### config.mk
export PLATFORM = sky130hd
export DESIGN_NAME = extirq_ctrl
export DESIGN_NICKNAME = d
export VERILOG_FILES = /design/src/rtl/extirq_pkg.sv /design/src/rtl/extirq_sync.sv /design/src/rtl/extirq_detect.sv /design/src/rtl/extirq_ctrl.sv
export SDC_FILE = /design/constraint.sdc
export NUM_CORES = 1
export LEC_CHECK = 0
export CORE_AREA = 8 8 116 118
export CTS_BUF_LIST = sky130_fd_sc_hd__clkbuf_2
export CTS_CLUSTER_SIZE = 40
export DETAILED_ROUTE_END_ITERATION = 7
export DIE_AREA = 0 0 124 126
export MAX_ROUTING_LAYER = met4
export PLACE_DENSITY = 0.86
export SYNTH_ARGS = -nofsm -noshare
export SYNTH_HDL_FRONTEND = slang
export SYNTH_SLANG_ARGS = --single-unit
### constraint.sdc
create_clock -name clk -period 4.7 [get_ports clk]
set_clock_uncertainty 0.05 [all_clocks]
set_input_delay 0.94 -clock clk [delete_from_list [all_inputs] [get_ports clk]]
set_output_delay 0.94 -clock clk [all_outputs]
set_load 0.01 [all_outputs]
### src/rtl/extirq_pkg.sv
package extirq_pkg;
  typedef enum logic [2:0] {
    REG_SENSE = 3'd0,
    REG_PRIO  = 3'd1,
    REG_SRC   = 3'd2,
    REG_MSET  = 3'd3,
    REG_MCLR  = 3'd4
  } reg_sel_e;

  localparam logic [3:0] SNS_FALL = 4'd0;
  localparam logic [3:0] SNS_RISE = 4'd1;
  localparam logic [3:0] SNS_LOW  = 4'd2;
  localparam logic [3:0] SNS_HIGH = 4'd3;
  localparam logic [3:0] SNS_BOTH = 4'd4;

  localparam int PRIO_W = 4;
endpackage

### src/rtl/extirq_sync.sv
module extirq_sync #(
  parameter int NUM_PINS = 8,
  parameter int STAGES   = 2
) (
  input  logic                clk,
  input  logic                rst_n,
  input  logic [NUM_PINS-1:0] pin_raw,
  output logic [NUM_PINS-1:0] lvl,
  output logic [NUM_PINS-1:0] lvl_prev
);
  logic [STAGES-1:0][NUM_PINS-1:0] chain_q, chain_d;
  logic [NUM_PINS-1:0]             prev_q;

  always_comb begin
    chain_d[0] = pin_raw;
    for (int s = 1; s < STAGES; s++) chain_d[s] = chain_q[s-1];
  end

  always_ff @(posedge clk or negedge rst_n) begin
    if (!rst_n) begin
      chain_q <= '0;
      prev_q  <= '0;
    end else begin
      chain_q <= chain_d;
      prev_q  <= chain_q[STAGES-1];
    end
  end

  assign lvl      = chain_q[STAGES-1];
  assign lvl_prev = prev_q;
endmodule

### src/rtl/extirq_detect.sv
module extirq_detect
  import extirq_pkg::*;
#(
  parameter int SENSE_W = 4
) (
  input  logic [SENSE_W-1:0] mode,
  input  logic               lvl,
  input  logic               lvl_prev,
  output logic               hit
);
  logic [3:0] mode4;

  always_comb begin
    mode4 = '0;
    mode4[SENSE_W-1:0] = mode;
    case (mode4)
      SNS_FALL: hit = lvl_prev & ~lvl;
      SNS_RISE: hit = ~lvl_prev & lvl;
      SNS_LOW:  hit = ~lvl;
      SNS_HIGH: hit = lvl;
      SNS_BOTH: hit = lvl_prev ^ lvl;
      default:  hit = 1'b0;
    endcase
  end
endmodule

### src/rtl/extirq_ctrl.sv
module extirq_ctrl
  import extirq_pkg::*;
#(
  parameter int NUM_PINS = 8,
  parameter int SENSE_W  = 4,
  parameter int FLAG_W   = 8,
  parameter int DATA_W   = 32,
  parameter int ADDR_W   = 3
) (
  input  logic                clk,
  input  logic                rst_n,
  input  logic [ADDR_W-1:0]   bus_addr,
  input  logic                bus_wr,
  input  logic                bus_rd,
  input  logic [DATA_W-1:0]   bus_wdata,
  output logic [DATA_W-1:0]   bus_rdata,
  input  logic [NUM_PINS-1:0] pin_in,
  output logic [NUM_PINS-1:0] irq_out,
  output logic                irq_any
);
  localparam int SYNC_STAGES = 2;

  // reset: asserted asynchronously, released on the clock
  logic [1:0] rst_pipe_q;
  logic       rst_int_n;

  always_ff @(posedge clk or negedge rst_n) begin
    if (!rst_n) rst_pipe_q <= '0;
    else        rst_pipe_q <= {rst_pipe_q[0], 1'b1};
  end
  assign rst_int_n = rst_pipe_q[1];

  // pin retiming and per-pin detection
  logic [NUM_PINS-1:0] lvl, lvl_prev, hit;

  extirq_sync #(.NUM_PINS(NUM_PINS), .STAGES(SYNC_STAGES)) u_sync (
    .clk      (clk),
    .rst_n    (rst_int_n),
    .pin_raw  (pin_in),
    .lvl      (lvl),
    .lvl_prev (lvl_prev)
  );

  logic [NUM_PINS-1:0][SENSE_W-1:0] sense_q, sense_d;
  logic [NUM_PINS-1:0][PRIO_W-1:0]  prio_q,  prio_d;
  logic [NUM_PINS-1:0]              pend_q,  pend_d;
  logic [NUM_PINS-1:0]              mask_q,  mask_d;
  logic [DATA_W-1:0]                rdata_q, rdata_d, rd_val;

  for (genvar n = 0; n < NUM_PINS; n++) begin : g_pin
    extirq_detect #(.SENSE_W(SENSE_W)) u_det (
      .mode     (sense_q[n]),
      .lvl      (lvl[n]),
      .lvl_prev (lvl_prev[n]),
      .hit      (hit[n])
    );
    assign irq_out[n] = pend_q[n] & ~mask_q[n] & (prio_q[n] != '0);
  end

  // register decode
  logic wr_sense, wr_prio, wr_src, wr_mset, wr_mclr;
  assign wr_sense = bus_wr && (bus_addr == REG_SENSE);
  assign wr_prio  = bus_wr && (bus_addr == REG_PRIO);
  assign wr_src   = bus_wr && (bus_addr == REG_SRC);
  assign wr_mset  = bus_wr && (bus_addr == REG_MSET);
  assign wr_mclr  = bus_wr && (bus_addr == REG_MCLR);

  // next state
  always_comb begin
    for (int n = 0; n < NUM_PINS; n++) begin
      sense_d[n] = wr_sense ? bus_wdata[DATA_W-(n+1)*SENSE_W +: SENSE_W] : sense_q[n];
      prio_d[n]  = wr_prio  ? bus_wdata[DATA_W-(n+1)*PRIO_W +: PRIO_W]   : prio_q[n];
      // a new event wins over a clearing write in the same cycle
      pend_d[n]  = hit[n] | (pend_q[n] & ~(wr_src & ~bus_wdata[FLAG_W-1-n]));
      if (wr_mset && bus_wdata[FLAG_W-1-n])      mask_d[n] = 1'b1;
      else if (wr_mclr && bus_wdata[FLAG_W-1-n]) mask_d[n] = 1'b0;
      else                                       mask_d[n] = mask_q[n];
    end
  end

  // read mux
  always_comb begin
    rd_val = '0;
    for (int n = 0; n < NUM_PINS; n++) begin
      case (bus_addr)
        REG_SENSE: rd_val[DATA_W-(n+1)*SENSE_W +: SENSE_W] = sense_q[n];
        REG_PRIO:  rd_val[DATA_W-(n+1)*PRIO_W +: PRIO_W]   = prio_q[n];
        REG_SRC:   rd_val[FLAG_W-1-n]                      = pend_q[n];
        default:   ;
      endcase
    end
    rdata_d = bus_rd ? rd_val : rdata_q;
  end

  // state registers
  always_ff @(posedge clk or negedge rst_int_n) begin
    if (!rst_int_n) begin
      sense_q <= '0;
      prio_q  <= '0;
      pend_q  <= '0;
      mask_q  <= '1;
      rdata_q <= '0;
    end else begin
      if (wr_sense) sense_q <= sense_d;
      if (wr_prio)  prio_q  <= prio_d;
      pend_q <= pend_d;
      if (wr_mset || wr_mclr) mask_q <= mask_d;
      if (bus_rd) rdata_q <= rdata_d;
    end
  end

  assign bus_rdata = rdata_q;
  assign irq_any   = |irq_out;
endmodule

==> results.txt <==
outcome: finished clean
clock buffer count from CTS: 17
share of cells above drive strength 1: 20.2%
Worst Max-Slew Pin Slew: 1.00 ns
Core ar.: 0.0117 mm^2
CP Max Fanout: 3
met1 Use GR: 23.8%
via count: 4250
Congestion Overflow GR: 0
Rows: 40
register area share after synthesis: 55.9%
antenna violations before repair: 0
Post-Syn Area per Cell: 12.5 um^2
clk sink count: 138
boundary pin count: 88
Most used DFF post-synth: dfrtp_1
mux share of post-synthesis cell area: 16.4%
synthesis-stage register bit count: 138
Hold Vio Cnt, Final: 0
DRT Pass-1 Iters: 5
GR peak layer: met2
CTS tree: done
Max VDD drop: 0.000247 V
Hold-fix buffers, CTS: 0
Mapped Area: 0.00619 mm^2
Tcrit/Tclk final: 80.8%
CTS Root Buffer Type: clkbuf_2
setup TNS: 0 ns
Routed Antenna Nets: 0
GP Congestion: 0.886
Post-CTS Setup Bufs: 0
data arrival time of the critical path: 2.81 ns
Slew HR: 33.3%
fin. max-slew vios: 0
compound-gate portion of the synthesized area: 10.5%
CP Capture Type: output port
Synth top area share: 52.5%
nets@finish: 650
critical path type: reg2out
async set-reset flop share out of synthesis: 100%
post-synthesis xor/xnor area fraction: 0.707%
Adder-Cell Fraction of Synth Area: 3.23%
largest family of logic cells by synthesized area: multiplexers
worst hold-check path type: in2async
Yosys top cell by area: dfrtp_1
Port Buf Inserts: 87
min Tclk post-route: 3.80 ns
Die Wd: 124 um
Post-CTS Resized: 0
worst skew pair latency: 0.72 ns
Register Area: 0.00347 mm^2
drt wl/cell: 18.7 um
clk slew on worst S/H paths: 0.19 ns
diode count: 0
Layout Utilization: 63.2%
number of global-route vias before repair: 4480
Mapped Nets: 559
met2 Use GR: 29.2%
Post-Synthesis Cells: 496
overall power: 2900 uW
effective utilization at floorplan: 52.9%
final wirelength: 14.0 mm
pwr/cell area: 392 mW/mm^2
Synth cell types: 41
Die Ht: 126 um
maxcap violations: 0
Post-Synth Simple-Gate Area: 8.97%
via/cell ratio: 5.69
H-tree depth: 4
startpoint types: flip-flop
fmax: 263 MHz
EDFF count, synth: 0
die area: 0.0156 mm^2
post-route cell area: 0.00740 mm^2
Required @ worst endpoint: 3.71 ns
hpwl dp: 10.0 mm
drc violations: 0
Max Root-Sink Buffers: 2
synth top area cells: dfrtp_1 53%, mux2_4 7.3%, mux2_2 6.0%
Filler cells: 903
GRT Total Usage: 19.2%
leakage power: 0.00318 uW
RSZ-0062 raised after global routing: false
met3 usage: 5.36%
DP Area: 0.00714 mm^2
first-pass GRT wire length: 22.6 mm
largest net degree at the start of global routing: 77
Initial DRC Count: 232
area delta synth->final: 19.6%
Synth Warn #: 0
Setup-failing EPs final: 0
Multi-input gate area: 0.00247 mm^2
==> report_power, final <==
part           internal (uW)  total [uW]  leakage (uW)  switching, uW
clock network            296         732      0.000144            437
logic                    357         616       0.00140            259
registers               1370        1550       0.00163            182
total                   2020        2900       0.00318            877
==> sequential cells by signal, summed over array words and instances, names as in the netlist <==
| name | cells |
|---|---|
| u_sync.chain_d | 8 |
| u_sync.lvl | 8 |
| pend_q | 8 |
| mask_q | 8 |
| bus_rdata | 32 |
| u_sync.lvl_prev | 8 |
| sense_q | 32 |
| rst_pipe_q | 2 |
| prio_q | 32 |
==> cell usage in the layout, fill, tap and decap left out, types with 4 or more instances in the layout <==
cell / count
dfrtp_1: 129
clkdlybuf4s50_1: 86
a21oi_1: 52
nor2_1: 50
mux2_2: 33
mux2_4: 30
inv_1: 24
a22oi_1: 24
mux2i_1: 18
clkbuf_2: 17
ha_1: 16
nand2_1: 14
nor4_1: 11
o21ai_1: 9
buf_4: 9
nor3b_1: 8
o22ai_1: 8
dfstp_2: 8
o311ai_1: 7
clkinv_4: 5
xor2_1: 4
clkinvlp_4: 4
==> cell type report <==
| class | count | share of cell area, % |
|---|---|---|
| Tap cell | 147 | 2.48 |
| Timing Repair Buffer | 96 | 12.6 |
| Sequential cell | 138 | 46.8 |
| Multi-Input combinational cell | 310 | 33.3 |
| Inverter | 24 | 1.22 |
| Clock inverter | 15 | 2.40 |
| Clock buffer | 17 | 1.15 |
==> through the flow <==
stage / instances / setup slack [ns] / hold WS (ns)
after global routing: 747 / 0.751 / 0.205
final: 747 / 0.902 / 0.291
after detailed placement: 715 / 1.34 / 0.285
after CTS: 747 / 0.904 / 0.234
after floorplan: 496 / 0.534 / 0.281
after global placement: 715 / 1.41 / 0.282
==> cells in the mapped netlist (all sizes together), types with 2 or more instances <==
library cell	n
buf	17
nor4	11
a21oi	52
nor3b	9
nor2	50
inv	24
o21a	3
nand2	14
dfrtp	130
mux2i	18
nor4b	2
a22oi	24
o22ai	8
o21ai	10
mux2	64
or4b	6
o311ai	7
dfstp	8
clkbuf	7
xor2	4
ha	16
nor3	2
==> per-layer routing <==
metal / vias to the layer above / share of wire, %
li1: 1959 / -
met3: 25 / 6.2
met5: - / 0
met1: 2139 / 43
met2: 127 / 49
met4: 0 / 2.0
==> critical path: stages, from the launching register on <==
cell and delay, ns:
dfrtp_1 0.44, nor4_1 0.42, nor3b_1 0.12, nor4_1 0.51
nand2_1 0.09, clkdlybuf4s50_1 0.50
==> logic make-up (layout without fill, tap and decap cells) <==
kind of cell	after synthesis	after routing
AOI/OAI and AO/OA	107	107
xor gates and xnor gates	5	5
adders and majority gates	16	16
buffers and inverters	48	152
DFF	138	138
muxes	82	82
other	1	1
and+or+nand+nor	99	99
==> final timing paths <==
path / slack (ns) / to / cells after the start / start
min: 0.29 / rst_pipe_q[1]$_DFF_PN0_ / 1 / rst_n
max reg2reg: 3.16 / pend_q[4]$_DFF_PN0_ / 3 / sense_q[16]$_DFFE_PN0P_
max: 0.90 / irq_any / 5 / prio_q[0]$_DFFE_PN0P_
min in group clk: 0.32 / u_sync.lvl[7]$_DFF_PN0_ / 0 / u_sync.chain_d[15]$_DFF_PN0_
min reg2reg: 0.32 / u_sync.lvl[7]$_DFF_PN0_ / 0 / u_sync.chain_d[15]$_DFF_PN0_
max in group asynchronous: 3.50 / u_sync.lvl_prev[6]$_DFF_PN0_ / 1 / rst_pipe_q[1]$_DFF_PN0_
Power figures use the tool's default switching activity.
